$ cat src/rtl/smtx_pkg.sv
package smtx_pkg;
  parameter int unsigned SMTX_DATA_W = 8;

  typedef struct packed {
    logic                   ext;
    logic [SMTX_DATA_W-1:0] body;
  } smtx_word_t;

  typedef enum logic {PH_LOW = 1'b0, PH_HIGH = 1'b1} smtx_phase_e;
endpackage

$ cat src/rtl/smtx_baud.sv
module smtx_baud #(
  parameter int unsigned DIV_W = 8
) (
  input  logic             clk,
  input  logic             rst_n,
  input  logic             run,
  input  logic [DIV_W-1:0] divider,
  output logic             tick
);
  localparam int unsigned CNT_W = DIV_W + 1;

  logic [CNT_W-1:0] cnt;
  logic [CNT_W-1:0] half_last;

  // half period = 2*(divider+1) clocks, last count = 2*divider+1
  assign half_last = {divider, 1'b1};
  assign tick      = run && (cnt == half_last);

  always_ff @(posedge clk) begin
    if (!rst_n)              cnt <= '0;
    else if (!run || tick)   cnt <= '0;
    else                     cnt <= cnt + 1'b1;
  end

  p_idle_count_r8: assert property (@(posedge clk) disable iff (!rst_n)
    !run |=> (cnt == '0));
endmodule

$ cat src/rtl/smtx_holdbuf.sv
module smtx_holdbuf
  import smtx_pkg::*;
(
  input  logic       clk,
  input  logic       rst_n,
  input  logic       wr_valid,
  input  smtx_word_t wr_word,
  output logic       wr_ready,
  input  logic       take,
  output logic       full,
  output smtx_word_t word
);
  assign wr_ready = !full;

  always_ff @(posedge clk) begin
    if (!rst_n) begin
      full <= 1'b0;
      word <= '0;
    end else if (wr_valid && wr_ready) begin
      full <= 1'b1;
      word <= wr_word;
    end else if (take) begin
      full <= 1'b0;
    end
  end

  p_take_only_full_r3: assert property (@(posedge clk) disable iff (!rst_n)
    take |-> full);
  p_fill_by_write_r4: assert property (@(posedge clk) disable iff (!rst_n)
    $rose(full) |-> $past(wr_valid));
  p_hold_word_r5: assert property (@(posedge clk) disable iff (!rst_n)
    (full && !take) |=> (full && $stable(word)));
endmodule

$ cat src/rtl/smtx_shifter.sv
module smtx_shifter
  import smtx_pkg::*;
(
  input  logic       clk,
  input  logic       rst_n,
  input  logic       enable,
  input  logic       tick,
  input  logic       nine,
  input  logic       word_avail,
  input  smtx_word_t word_i,
  output logic       take,
  output logic       busy,
  output logic       line_clk,
  output logic       line_data
);
  localparam int unsigned WORD_W = SMTX_DATA_W + 1;
  localparam int unsigned IDX_W  = $clog2(WORD_W);

  smtx_phase_e       phase;
  logic [WORD_W-1:0] shreg;
  logic [WORD_W-1:0] word_v;
  logic [IDX_W-1:0]  bit_idx;
  logic [IDX_W-1:0]  last_idx;
  logic              last_bit;
  logic              word_end;

  assign word_v   = word_i;
  assign last_bit = (bit_idx == last_idx);
  assign word_end = busy && tick && (phase == PH_HIGH) && last_bit;
  assign take     = enable && word_avail && (!busy || word_end);

  always_ff @(posedge clk) begin
    if (!rst_n) begin
      busy      <= 1'b0;
      phase     <= PH_LOW;
      shreg     <= '0;
      bit_idx   <= '0;
      last_idx  <= IDX_W'(SMTX_DATA_W - 1);
      line_clk  <= 1'b0;
      line_data <= 1'b0;
    end else if (!enable) begin
      busy     <= 1'b0;
      phase    <= PH_LOW;
      bit_idx  <= '0;
      line_clk <= 1'b0;
    end else if (take) begin
      busy      <= 1'b1;
      phase     <= PH_LOW;
      line_clk  <= 1'b0;
      line_data <= word_v[0];
      shreg     <= word_v >> 1;
      bit_idx   <= '0;
      last_idx  <= nine ? IDX_W'(SMTX_DATA_W) : IDX_W'(SMTX_DATA_W - 1);
    end else if (busy && tick) begin
      if (phase == PH_LOW) begin
        phase    <= PH_HIGH;
        line_clk <= 1'b1;
      end else begin
        phase    <= PH_LOW;
        line_clk <= 1'b0;
        if (last_bit) begin
          busy <= 1'b0;
        end else begin
          bit_idx   <= bit_idx + 1'b1;
          line_data <= shreg[0];
          shreg     <= shreg >> 1;
        end
      end
    end
  end

  p_data_steady_r6: assert property (@(posedge clk) disable iff (!rst_n)
    line_clk |-> $stable(line_data));
  p_clk_idle_r12: assert property (@(posedge clk) disable iff (!rst_n)
    !busy |-> !line_clk);
  p_abort_r10: assert property (@(posedge clk) disable iff (!rst_n)
    !enable |=> (!busy && !line_clk));
  p_load_low_r3: assert property (@(posedge clk) disable iff (!rst_n)
    take |=> (busy && !line_clk));
endmodule

$ cat src/rtl/sync_master_tx.sv
module sync_master_tx
  import smtx_pkg::*;
#(
  parameter int unsigned DIV_W = 8
) (
  input  logic                   clk,
  input  logic                   rst_n,
  input  logic                   cfg_sync,
  input  logic                   cfg_port_en,
  input  logic                   cfg_clk_master,
  input  logic                   cfg_tx_en,
  input  logic                   cfg_nine,
  input  logic [DIV_W-1:0]       cfg_divider,
  input  logic                   wr_valid,
  output logic                   wr_ready,
  input  logic [SMTX_DATA_W-1:0] wr_data,
  input  logic                   wr_bit8,
  output logic                   line_clk,
  output logic                   line_data,
  output logic                   buf_empty,
  output logic                   shreg_empty,
  output logic                   rx_inhibit
);
  logic       active;
  logic       take;
  logic       full;
  logic       busy;
  logic       tick;
  smtx_word_t in_word;
  smtx_word_t held_word;

  assign active  = cfg_sync && cfg_port_en && cfg_clk_master && cfg_tx_en;
  assign in_word = '{ext: wr_bit8, body: wr_data};

  smtx_holdbuf u_buf (
    .clk      (clk),
    .rst_n    (rst_n),
    .wr_valid (wr_valid),
    .wr_word  (in_word),
    .wr_ready (wr_ready),
    .take     (take),
    .full     (full),
    .word     (held_word)
  );

  smtx_baud #(.DIV_W(DIV_W)) u_baud (
    .clk     (clk),
    .rst_n   (rst_n),
    .run     (busy),
    .divider (cfg_divider),
    .tick    (tick)
  );

  smtx_shifter u_shift (
    .clk        (clk),
    .rst_n      (rst_n),
    .enable     (active),
    .tick       (tick),
    .nine       (cfg_nine),
    .word_avail (full),
    .word_i     (held_word),
    .take       (take),
    .busy       (busy),
    .line_clk   (line_clk),
    .line_data  (line_data)
  );

  assign buf_empty   = !full;
  assign shreg_empty = !busy;
  assign rx_inhibit  = busy;

  p_gate_r1: assert property (@(posedge clk) disable iff (!rst_n)
    !active |=> (shreg_empty && !line_clk));
  p_flag_on_load_r3: assert property (@(posedge clk) disable iff (!rst_n)
    $rose(buf_empty) |-> !shreg_empty);
  p_flag_clear_r4: assert property (@(posedge clk) disable iff (!rst_n)
    $fell(buf_empty) |-> $past(wr_valid && wr_ready));
  p_inhibit_r2: assert property (@(posedge clk) disable iff (!rst_n)
    line_clk |-> rx_inhibit);
endmodule

$ cat config.mk
export PLATFORM = sky130hd
export DESIGN_NAME = sync_master_tx
export DESIGN_NICKNAME = d
export VERILOG_FILES = /design/src/rtl/smtx_pkg.sv /design/src/rtl/smtx_baud.sv /design/src/rtl/smtx_holdbuf.sv /design/src/rtl/smtx_shifter.sv /design/src/rtl/sync_master_tx.sv
export SDC_FILE = /design/constraint.sdc
export NUM_CORES = 1
export LEC_CHECK = 0
export ABC_AREA = 1
export BUFFER_PORTS_ARGS = -buffer_cell sky130_fd_sc_hd__buf_4
export CAP_MARGIN = 20
export CORE_MARGIN = 5
export CORE_UTILIZATION = 30
export DETAILED_ROUTE_END_ITERATION = 16
export SKIP_LAST_GASP = 1
export SLEW_MARGIN = 5
export SYNTH_ARGS = -nofsm -noshare
export SYNTH_HDL_FRONTEND = slang
export SYNTH_HIERARCHICAL = 1
export SYNTH_SLANG_ARGS = --single-unit
$ cat constraint.sdc
create_clock -name clk -period 5 [get_ports clk]
set_clock_uncertainty 0.05 [all_clocks]
set_input_delay 0.25 -clock clk [delete_from_list [all_inputs] [get_ports clk]]
set_output_delay 0.25 -clock clk [all_outputs]
set_load 0.01 [all_outputs]
Word-level counts from Yosys, hierarchy flattened
Index checks and enable logic that the tools add are counted.

Bits of input ports: 25. Logic and storage cells: 59. Register bits: 39. Output and inout bits: 6.

Equal/unequal tests: 3. Multiplexer cells: 16. Reductions and logical operators: 25. Bitwise logic cells: 3. Add/subtract/negate cells: 2.

Operators with widths (count): 2-to-1 mux 9 bit (4); 2-to-1 mux 1 bit (11); logical AND 1 bit (10); adder 9 x 1 -> 9 bit, second input constant (1); equality test 9 bit (1); nonzero test 2 bit (4); AND reduction 3 bit (2); adder 4 x 1 -> 4 bit, second input constant (1); equality test 4 bit (1); 2-to-1 mux 4 bit (1); AND reduction 2 bit (2); AND reduction 4 bit (1); inverter 1 bit (3); OR reduction 3 bit (1); zero test 1 bit (2); logical OR 1 bit (2); != test 2 bit, second input constant (1); OR reduction 2 bit (1).

Longest topological paths before layout
Gate-level depths: netlist of run 1.

Word-level depth: 9. Mapped depth: 15. Depth with buffers taken out: 14.

Cells and area by module
Netlist of run 1, hierarchy kept.

Modules (own cells, without submodules): smtx_shifter (seq. area each 340.3 µm², cells each 121, area each 883.3 µm², instances 1); smtx_baud (seq. area each 180.2 µm², cells each 89, area each 583.1 µm², instances 1); smtx_holdbuf (seq. area each 200.2 µm², cells each 65, area each 445.4 µm², instances 1); sync_master_tx (seq. area each 0.0 µm², cells each 5, area each 18.8 µm², instances 1).

Worst setup path before layout of run 1
No wires, ideal clock.

Path kind: reg-to-reg. Start point: reg u_baud.cnt[2]. End point: reg u_shift.shreg[5]. Data required time: 4.836 ns. Library setup time: 0.114 ns. Path buffers: 2. Period minus slack after synthesis: 1.899 ns. Arrival time: 1.735 ns. Stages on the path, launching flop included: 15. Slack: 3.101 ns. Path through: dfxtp_1 inv_1 nand2_1 nand2_1 a21oi_1 nand3_1 nor3_1 and3_1 buf_6 nand3_4 nand2_2 nand2_4 buf_6 o21ai_2 nor2_2.

Longest elaborated chain between the ends: 9. Elaborated cells between the ends (all ways): 12. Classes of those cells: eq/ne: 2; mux: 1; reduce/logical: 9.

RTL lines: start, declared (RTL line smtx_baud.sv:12) `logic [CNT_W-1:0] cnt;`; start signal, assigned (RTL line smtx_baud.sv:22) `else cnt <= cnt + 1'b1;`; equality test 9 bit * (RTL line smtx_baud.sv:17) `assign tick = run && (cnt == half_last);`; logical AND 1 bit * (RTL line smtx_baud.sv:17); via tick (RTL line sync_master_tx.sv:28) `logic tick;`; logical AND 1 bit * (RTL line smtx_shifter.sv:29, smtx_shifter.sv:54); logical AND 1 bit (2 in series) (RTL line smtx_shifter.sv:29) `assign word_end = busy && tick && (phase == PH_HIGH) && last_bit;`; logical OR 1 bit (RTL line smtx_shifter.sv:30) `assign take = enable && word_avail && (!busy || word_end);`; logical AND 1 bit (RTL line smtx_shifter.sv:30); != test 2 bit (no source line) / nonzero test 2 bit (equally long branches); AND reduction 4 bit (no source line); end signal, assigned (RTL line smtx_shifter.sv:51) `shreg <= word_v >> 1;`; end signal, assigned (RTL line smtx_shifter.sv:66) `shreg <= shreg >> 1;`; end, declared (RTL line smtx_shifter.sv:20) `logic [WORD_W-1:0] shreg;`.

The timed path passes the listed nets; every way through them passes the cells marked *. A chain may end at the register's enable or synchronous reset.

Worst setup path in the final report of run 1
Start point: reg u_baud.cnt[4]. End point: reg u_shift.shreg[0].

Same word-level chain as after synthesis.

==> out/summary.md, run 1 <==
### STA
• 0 — Final Slew Violations
• 0.4469 — portion of the clock cycle consumed by the worst path in the final layout
• 2235 ps — fin crit period
• 209.4 ps — worst hold-check slack
• 0 — final hold viol count
• 0 ps — setup TNS after final layout
• no — RSZ-0062 raised after global routing
• 0 — setup violation total in the final timing report
• 447.5 MHz — achievable frequency
• 0.6550 — worst slew slack as a fraction of its limit
• 515.5 ps — transition time at the pin with the least slew margin

### Layout
• 338 — Nets
• 389 — filler-free cell count of the finished design
• 19.38% — synthesis-to-finish area growth
• 0 — total inserted antenna cells
• 0.1859 — ratio of cells with drive above 1 in the final layout
• 667 — fill cell instance count of the final layout

### Floorplan
• 90.22 um — vertical die dimension
• 0.006314 mm^2 — Core Footprint
• 0.008140 mm^2 — overall die area
• 29 — site row count
• 0.3058 — starting density of the core
• 31 — number of top-level pins
• 90.22 um — floorplan die width

### Drt
• 4.314 — ratio of routed vias to standard cells
• 126 — number of DRC markers in iteration 0
• 4 — Pre-antenna DRT Iters
• 10.01 um — DR WL/cell
• 3893 um — total routed wirelength
• 1678 — total via count in the routed design
• 0 — post-route antenna net violation count
• 0 — remaining design rule violation count

### Critical path
• reg2reg — category of the most critical setup path
• flip-flop — nature of the critical path startpoint
• 5130 ps — CP Data Required Time
• 2360 ps — endpoint arrival time on the critical path
• flip-flop — category of the worst setup path capture point
• 17 — highest net fanout along the worst path

### Outcome
• finished, final reports clean — run status

### Global routing
• 0.1005 — GRT Overall Usage
• 0.1271 — met1 usage
• 0 — number of antenna violations at the first check in global routing
• 1564 — via count of the first global-routing pass
• 0.02838 — global-route met3 utilization
• met2 — grt peak-use layer
• 6844 um — global-route wire length before repair
• 0.1598 — routing usage on met2
• 0 — remaining global-route overflow
• 21 — pin count of the biggest net entering global routing

### Logic synthesis
• 0.001931 mm^2 — Post-Syn Area
• sky130_fd_sc_hd__dfxtp_1 — biggest area consumer among synthesized cells
• 280 — post-synthesis cell count
• 307 — nets in the synthesized netlist
• 36 — Yosys reg bits
• sky130_fd_sc_hd__dfxtp_1 37%, sky130_fd_sc_hd__nand2_1 12%, sky130_fd_sc_hd__inv_1 8.7% — leading post-synthesis cells by cell area
• 30 — number of distinct library cells after synthesis
• 6.895 um^2 — post-synthesis average cell area
• 0.3733 — fraction of post-synthesis cell area in the top cell type by area
• 6 — number of warning messages in the yosys log
• 0.3733 — sequential element share of the synthesized area

### Power and ir drop
• 0.1352 mV — Max rail drop VDD
• 261.8 mW/mm^2 — PD cells
• 0.001031 uW — Pleak

### Clocking
• 290 ps — clock latency reported for the late side of the worst-skew pair
• 80 ps — Worst-path clk slew
• 0 — hold buffers post-CTS
• 2 — number of buffers on the longest clock path
• 0 — number of gates resized after cts
• 2 — CTS H-Tree Depth
• built — clock tree from TritonCTS
• 5 — TritonCTS buffer count
• 0 — number of post-CTS setup repair buffers
• 36 — number of sinks handled by clock tree synthesis
• sky130_fd_sc_hd__clkbuf_8 — root buffer cell

### Place
• 2995 um — detailed placement HPWL
• 30 — count of port buffers added during placement
• 381 — placed cell count
• 0.8306 — final weighted congestion of routability-driven global placement

### Job
• 0 — reported max-cap violation count

### Worst hold path
• in2reg — class of the most critical hold timing path

-- kinds of logic after synthesis --
family          after synthesis  synth area share
flops                        36            0.3733
fa+ha+maj                     2           0.01296
simple gates                156            0.3785
buf+inv                      52            0.1199
compound gates               24           0.06999
xor+xnor                     10           0.04537
-- registers in the layout, indices dropped and copies added, names as in the netlist --
register           count
u_baud/cnt             9
u_buf/full             1
u_buf/word             9
u_shift/bit_idx        4
u_shift/busy           1
u_shift/last_idx       2
u_shift/line_data      1
u_shift/phase          1
u_shift/shreg          8
-- worst max-delay path: stages, from the launching register on --
cell and delay, ps:
sky130_fd_sc_hd__dfxtp_1 410, sky130_fd_sc_hd__inv_1 80, sky130_fd_sc_hd__nand2_1 90, sky130_fd_sc_hd__and3_1 160
sky130_fd_sc_hd__nand3_1 60, sky130_fd_sc_hd__nor3_1 180, sky130_fd_sc_hd__and3_1 400, sky130_fd_sc_hd__nand3_4 120
sky130_fd_sc_hd__nand2_2 120, sky130_fd_sc_hd__nand2_4 140, sky130_fd_sc_hd__nand2_1 110, sky130_fd_sc_hd__inv_1 60
sky130_fd_sc_hd__nor2_1 100, sky130_fd_sc_hd__nor2_1 40
-- Yosys cell counts --
library cell               instances
sky130_fd_sc_hd__clkbuf_8          1
sky130_fd_sc_hd__nand2_1          64
sky130_fd_sc_hd__xor2_1            8
sky130_fd_sc_hd__inv_1            45
sky130_fd_sc_hd__nand2_4           2
sky130_fd_sc_hd__nand3_4           2
sky130_fd_sc_hd__a21oi_2           1
sky130_fd_sc_hd__o21ai_1           3
sky130_fd_sc_hd__a21boi_0          2
sky130_fd_sc_hd__xnor2_1           2
sky130_fd_sc_hd__nand2_2           4
sky130_fd_sc_hd__nand3_1          26
sky130_fd_sc_hd__inv_2             1
sky130_fd_sc_hd__nor2_2            5
sky130_fd_sc_hd__o21ai_0           3
sky130_fd_sc_hd__nor3b_1           2
sky130_fd_sc_hd__a21oi_1          13
sky130_fd_sc_hd__nor3_1            4
sky130_fd_sc_hd__nand3b_1          1
sky130_fd_sc_hd__o21bai_1          1
sky130_fd_sc_hd__nor2_4            1
sky130_fd_sc_hd__buf_6             3
sky130_fd_sc_hd__ha_1              2
sky130_fd_sc_hd__o21ai_2           1
sky130_fd_sc_hd__and3_1            2
sky130_fd_sc_hd__nand3_2           3
sky130_fd_sc_hd__buf_4             1
sky130_fd_sc_hd__buf_1             1
sky130_fd_sc_hd__dfxtp_1          36
sky130_fd_sc_hd__nor2_1           40
-- cell type report --
cell class	count	area (um^2)	share of cell area
clock inverter	3	42.54	0.01846
timing repair buffer	30	225.2	0.09772
clock buffer	5	68.82	0.02986
sequential	36	720.7	0.3127
tap	77	96.34	0.04180
inverter	46	172.7	0.07492
multi-input combinational	192	978.4	0.4245
-- cell usage in the layout, fill, tap and decap left out, drive strengths merged --
cell type,n
ha,2
nor3b,2
nor3,4
inv,46
a21boi,2
clkinvlp,1
nand2,70
xnor2,2
bufinv,1
xor2,8
clkbuf,5
nor2,46
and3,2
dfxtp,36
clkinv,1
nand3,31
nand3b,1
buf,30
o21ai,7
o21bai,1
a21oi,14
-- per-layer routing --
layer,wire (um),part of all wire
met1,1945,0.50
met2,1729,0.44
met3,149,0.038
met4,68,0.017
met5,0,0
-- per-stage QoR --
stage	total power (uW)	setup WS [ps]	util	area, um^2
after floorplan	337.9	3101	-	1931
after global placement	359.1	2869	0.3474	2193
after detailed placement	359.3	2799	0.3474	2193
after CTS	611.4	2778	0.3650	2305
after global routing	634.0	2529	0.3650	2305
final	603.3	2765	0.3650	2305
-- where the power goes --
group	switching, uW	total [uW]	internal [uW]
registers	4.92	299	294
logic	27.5	53.2	25.7
clock network	103	251	147
total	136	603	467
-- worst paths after layout --
check | from | endpoint | slack, ps | depth (start not counted)
setup reg to reg | u_baud/cnt[4] | u_shift/shreg[0] | 2770 | 13
hold reg to reg | u_shift/shreg[7] | u_shift/shreg[7] | 420 | 2
hold / removal | cfg_nine | u_shift/last_idx[3] | 210 | 3
setup / recovery | u_baud/cnt[4] | u_shift/shreg[0] | 2770 | 13
(Power assumes the default switching activity.)
==> inputs of run 2 (changes only) <==
==> constraint.sdc (replaced) <==
create_clock -name clk -period 2.3 [get_ports clk]
set_clock_uncertainty 0.05 [all_clocks]
set_input_delay 0.115 -clock clk [delete_from_list [all_inputs] [get_ports clk]]
set_output_delay 0.115 -clock clk [all_outputs]
set_load 0.01 [all_outputs]
==> run 2 against run 1 <==
Die area stayed put. Register-to-register slack worse by 2500 ps. Sequential share of layout area hardly changed. Highest routed layer unchanged. Sequential power is 120% higher. Power is 100% higher. Largest cell class unchanged.
==> out/summary.md, run 2 (synthesis gave the netlist of run 1 again) <==
### Outcome
• finished, final reports clean — run status

### Drt
• 0 — post-route antenna net violation count
• 4.327 — ratio of routed vias to standard cells
• 1696 — total via count in the routed design
• 0 — remaining design rule violation count
• 3858 um — total routed wirelength
• 5 — Pre-antenna DRT Iters
• 56 — number of DRC markers in iteration 0
• 9.842 um — DR WL/cell

### Clocking
• 0 — hold buffers post-CTS
• 0 — number of gates resized after cts
• 0 — number of post-CTS setup repair buffers
• 2 — number of buffers on the longest clock path
• 80 ps — Worst-path clk slew
• 36 — number of sinks handled by clock tree synthesis
• 2 — CTS H-Tree Depth
• 290 ps — clock latency reported for the late side of the worst-skew pair
• sky130_fd_sc_hd__clkbuf_8 — root buffer cell
• 5 — TritonCTS buffer count
• built — clock tree from TritonCTS

### Layout
• u_baud/cnt: 9 flops, u_buf/word: 9 flops, u_shift/shreg: 8 flops — largest registers ranked by flip-flop count
• 701 — fill cell instance count of the final layout
• 64 x sky130_fd_sc_hd__nand2_1, 45 x sky130_fd_sc_hd__inv_1, 40 x sky130_fd_sc_hd__nor2_1 — commonest non-fill, non-tap cells in the layout
• 0.2000 — ratio of cells with drive above 1 in the final layout
• 0 — total inserted antenna cells
• 0.002311 mm^2 — finished layout cell area
• 721.9 um^2 — Sequential Area
• 979.7 um^2 — area occupied by multi-input gates
• sky130_fd_sc_hd__nand2_1 — most frequent standard cell in the layout excluding fill and tap cells
• 341 — Nets
• 19.70% — synthesis-to-finish area growth

### Power and ir drop
• 525.4 mW/mm^2 — PD cells
• 1214 uW — final total power
• 0.001034 uW — Pleak
• 0.2421 mV — Max rail drop VDD

### Global routing
• 0 — number of antenna violations at the first check in global routing
• 0 — remaining global-route overflow
• 6989 um — global-route wire length before repair
• 0.1007 — GRT Overall Usage
• 21 — pin count of the biggest net entering global routing
• 1604 — via count of the first global-routing pass

### STA
• 0 — setup violation total in the final timing report
• 0.7651 — worst slew slack as a fraction of its limit
• no — RSZ-0062 raised after global routing
• 2062 ps — fin crit period
• 0 — final hold viol count
• 485.1 MHz — achievable frequency
• 352.0 ps — transition time at the pin with the least slew margin
• 0 — Final Slew Violations
• 0 ps — setup TNS after final layout
• 0.8963 — portion of the clock cycle consumed by the worst path in the final layout

### Worst hold path
• in2reg — class of the most critical hold timing path

### Place
• 2946 um — detailed placement HPWL
• 30 — count of port buffers added during placement
• 0.002216 mm^2 — instance area after placement
• 0.8100 — final weighted congestion of routability-driven global placement

### Floorplan
• 0.3058 — starting density of the core
• 31 — number of top-level pins
• 29 — site row count
• 0.008140 mm^2 — overall die area
• 90.22 um — floorplan die width
• 90.22 um — vertical die dimension
• 0.006314 mm^2 — Core Footprint

### Critical path
• flip-flop — category of the worst setup path capture point
• 2 — CP bufs+invs
• reg2reg — category of the most critical setup path
• 17 — highest net fanout along the worst path
• sky130_fd_sc_hd__dfxtp_1 — cell with the largest stage delay on the worst path
• 410 ps — Critical Path Max Stage Delay
• inv_1 -> nand2_1 -> and3_1 -> nand3_1 -> nor3_1 -> and3_2 -> nand3_4 -> nand2_2 -> nand2_4 -> nand2_1 -> inv_1 -> nor2_1 -> nor2_1 — cell breakdown of the critical path
• simple AND/OR/NAND/NOR gates — critical path's top delay family
• flip-flop — nature of the critical path startpoint
• 2200 ps — endpoint arrival time on the critical path
• 2440 ps — CP Data Required Time

### Job
• 0 — reported max-cap violation count

## run 2: cell types whose count changed in the layout (fill, tap and decap cells not counted)
cell and delta:
sky130_fd_sc_hd__bufinv_16 -1, sky130_fd_sc_hd__and3_1 -1, sky130_fd_sc_hd__clkinv_2 -1, sky130_fd_sc_hd__and3_2 +1
sky130_fd_sc_hd__clkinv_4 +1, sky130_fd_sc_hd__dfxtp_2 +1, sky130_fd_sc_hd__dfxtp_1 -1, sky130_fd_sc_hd__clkinvlp_4 +1
sky130_fd_sc_hd__buf_4 +3
## run 2: path summary, 6_finish.rpt
kind / from / to / slack, ps / cells past startpoint
min: wr_data[7] / u_buf/word[7] / 60 / 5
min reg2reg: u_shift/shreg[7] / u_shift/shreg[7] / 420 / 2
max reg2reg: u_baud/cnt[4] / u_shift/shreg[0] / 240 / 13
max: u_baud/cnt[4] / u_shift/shreg[0] / 240 / 13
## run 2: worst min-delay path, delay by kind of cell
family        cells  cell delay (ps)
buf+inv           2              100
simple gates      3              150
## run 2: report_power, final
group | switching [uW] | internal (uW) | leakage (uW)
clock | 234 | 214 | 0.0000404
combinational | 59.2 | 56.3 | 0.000700
sequential | 10.4 | 640 | 0.000293
total | 304 | 910 | 0.00103
## run 2: final cells by class
class / count / share of cell area
Clock inverter: 3 / 0.01029
Multi-Input combinational cell: 192 / 0.4239
Sequential cell: 36 / 0.3124
Timing Repair Buffer: 33 / 0.1072
Clock buffer: 5 / 0.02978
Inverter: 46 / 0.07472
Tap cell: 77 / 0.04169
## run 2: per-layer routing
layer  GRT usage  vias up  share of wire
met2      0.1579       42           0.42
li1            -      925              -
met4     0.03350        0          0.014
met5           0        -              0
met3     0.02588        4          0.045
met1      0.1342      725           0.52
## run 2: stage by stage
stage | cells | util | hold slack, ps | setup slack (ps)
after floorplan | 280 | - | 251.9 | 400.7
after global placement | 384 | 0.3510 | 361.7 | 247.4
after detailed placement | 384 | 0.3510 | 367.3 | 194.9
after CTS | 392 | 0.3656 | 55.56 | 196.0
after global routing | 392 | 0.3660 | 68.18 | 28.80
final | 392 | 0.3660 | 64.90 | 238.5
==> inputs of run 3 (changes only) <==
--- a/config.mk
+++ b/config.mk
@@ -7,7 +7,6 @@
 export LEC_CHECK = 0
 export ABC_AREA = 1
 export BUFFER_PORTS_ARGS = -buffer_cell sky130_fd_sc_hd__buf_4
-export CAP_MARGIN = 20
 export CORE_MARGIN = 5
 export CORE_UTILIZATION = 30
 export DETAILED_ROUTE_END_ITERATION = 16
==> constraint.sdc (replaced) <==
create_clock -name clk -period 2.3 [get_ports clk]
set_clock_uncertainty 0.05 [all_clocks]
set_input_delay 0.345 -clock clk [delete_from_list [all_inputs] [get_ports clk]]
set_output_delay 0.345 -clock clk [all_outputs]
set_load 0.01 [all_outputs]
==> run 3 against run 2 <==
Fmax is 1.9% lower. Final area grew 0.32%. Critical endpoint unchanged. Final cell count grew 0.26%. Clock power grew 2%. Largest power group unchanged. Power rose by 0.54%. Routed wire length is 0.52% higher. Sequential power about the same.
==> out/summary.md, run 3 (synthesis gave the netlist of run 1 again) <==
### Power and ir drop
• 0.2741 mV — Max rail drop VDD
• 0.001039 uW — Pleak
• 526.6 mW/mm^2 — PD cells
• 1221 uW — final total power

### Critical path
• 17 — highest net fanout along the worst path
• 370 ps — Critical Path Max Stage Delay
• u_baud/cnt[6] — launch point of the worst path
• reg2reg — category of the most critical setup path
• 2440 ps — CP Data Required Time
• u_baud/cnt[6] — launch instance of the worst register-to-register path
• u_shift/shreg[0] — capturing instance or port of the critical path
• sky130_fd_sc_hd__dfxtp_1 — cell with the largest stage delay on the worst path
• 200 ps — R2R Setup Slk
• flip-flop — category of the worst setup path capture point
• 2240 ps — endpoint arrival time on the critical path
• u_shift/shreg[0] — reg-to-reg endpoint
• 14 — count of cells along the worst register-to-register path
• flip-flop — nature of the critical path startpoint
• inv_1 -> nand2_1 -> nand2_1 -> nor2_1 -> nand3_1 -> nor3_1 -> and3_2 -> nand3_4 -> nand2_2 -> nand2_4 -> nand2_1 -> inv_1 -> nor2_1 -> nor2_1 — cell breakdown of the critical path

### Drt
• 3878 um — total routed wirelength
• 9.868 um — DR WL/cell
• 4.405 — ratio of routed vias to standard cells
• 0 — remaining design rule violation count
• 79 — number of DRC markers in iteration 0
• 4 — Pre-antenna DRT Iters
• 1731 — total via count in the routed design
• 0 — post-route antenna net violation count

### Clocking
• 2 — number of buffers on the longest clock path
• 290 ps — clock latency reported for the late side of the worst-skew pair
• 80 ps — Worst-path clk slew
• built — clock tree from TritonCTS
• 2 — CTS H-Tree Depth
• 36 — number of sinks handled by clock tree synthesis
• 0 — number of post-CTS setup repair buffers
• sky130_fd_sc_hd__clkbuf_8 — root buffer cell
• 5 — TritonCTS buffer count

### STA
• 0 — setup violation total in the final timing report
• 297.1 ps — worst hold-check slack
• 0 ps — setup TNS after final layout
• 0.7568 — worst slew slack as a fraction of its limit
• 0.9139 — portion of the clock cycle consumed by the worst path in the final layout
• 0 — final hold viol count
• 475.7 MHz — achievable frequency
• 364.4 ps — transition time at the pin with the least slew margin
• 2102 ps — fin crit period
• 0 — Final Slew Violations
• no — RSZ-0062 raised after global routing

### Place
• 0.8171 — final weighted congestion of routability-driven global placement
• 0.002223 mm^2 — instance area after placement
• 2957 um — detailed placement HPWL
• 30 — count of port buffers added during placement

### Layout
• u_baud/cnt: 9 flops, u_buf/word: 9 flops, u_shift/shreg: 8 flops — largest registers ranked by flip-flop count
• 20.09% — synthesis-to-finish area growth
• 64 x sky130_fd_sc_hd__nand2_1, 45 x sky130_fd_sc_hd__inv_1, 40 x sky130_fd_sc_hd__nor2_1 — commonest non-fill, non-tap cells in the layout
• 706 — fill cell instance count of the final layout
• 0 — total inserted antenna cells
• 342 — Nets
• 0.002318 mm^2 — finished layout cell area
• 0.2025 — ratio of cells with drive above 1 in the final layout
• 979.7 um^2 — area occupied by multi-input gates
• 721.9 um^2 — Sequential Area
• sky130_fd_sc_hd__nand2_1 — most frequent standard cell in the layout excluding fill and tap cells

### Floorplan
• 0.008140 mm^2 — overall die area
• 31 — number of top-level pins
• 90.22 um — vertical die dimension
• 0.006314 mm^2 — Core Footprint
• 90.22 um — floorplan die width
• 0.3058 — starting density of the core
• 29 — site row count

### Global routing
• 0 — remaining global-route overflow
• 1645 — via count of the first global-routing pass
• 0 — number of antenna violations at the first check in global routing
• 6865 um — global-route wire length before repair
• 0.09915 — GRT Overall Usage
• 21 — pin count of the biggest net entering global routing

### Worst hold path
• in2reg — class of the most critical hold timing path

### Job
• 0 — reported max-cap violation count

### Outcome
• finished, final reports clean — run status

## run 3: changes by cell type in the layout (fill, tap and decap cells not counted)
cell                    delta
sky130_fd_sc_hd__buf_4     +1
## run 3: report_power, final
| part | leakage (uW) | internal [uW] | switching [uW] |
|---|---|---|---|
| logic | 0.000706 | 56.3 | 59.6 |
| registers | 0.000293 | 640 | 10.3 |
| clock network | 0.0000404 | 214 | 241 |
| total | 0.00104 | 910 | 310 |
## run 3: layout make-up
class / count / share of cell area
inverter: 46 / 0.07447
clock buffer: 5 / 0.02968
tap: 77 / 0.04155
clock inverter: 3 / 0.01025
multi-input combinational: 192 / 0.4226
timing repair buffer: 34 / 0.1101
sequential: 36 / 0.3114
## run 3: how the worst min path moves through the flow
stage	from	to	cells after the start
final	wr_bit8	u_buf/word[8]	5
after CTS	wr_bit8	u_buf/word[8]	5
after floorplan	u_baud/cnt[0]	u_baud/cnt[0]	1
after global placement	u_shift/shreg[7]	u_shift/shreg[7]	2
after global routing	wr_bit8	u_buf/word[8]	5
after detailed placement	u_shift/shreg[7]	u_shift/shreg[7]	2
## run 3: stage by stage
| step | utilization | setup WS (ps) | cells |
|---|---|---|---|
| final | 0.3672 | 198.0 | 393 |
| after global routing | 0.3672 | 23.74 | 393 |
| after CTS | 0.3668 | 177.8 | 393 |
| after detailed placement | 0.3522 | 177.8 | 385 |
| after global placement | 0.3522 | 195.5 | 385 |
| after floorplan | - | 400.7 | 280 |
## run 3: critical path, delay by kind of cell (launching register included)
family | cells | cell delay, ps
buffers and inverters | 2 | 140
flip-flops | 1 | 370
AND/OR/NAND/NOR | 12 | 1440
## run 3: timing repair
item                                    4_1_cts  5_1_grt
resized for setup                             0        2
hold buffers                                  0        0
endpoints found under the setup margin        0        5
## run 3: layer usage
layer / track usage / part of all wire
met5: 0 / 0
met4: 0.03722 / 0.0067
met3: 0.02922 / 0.041
met2: 0.1622 / 0.45
met1: 0.1225 / 0.51
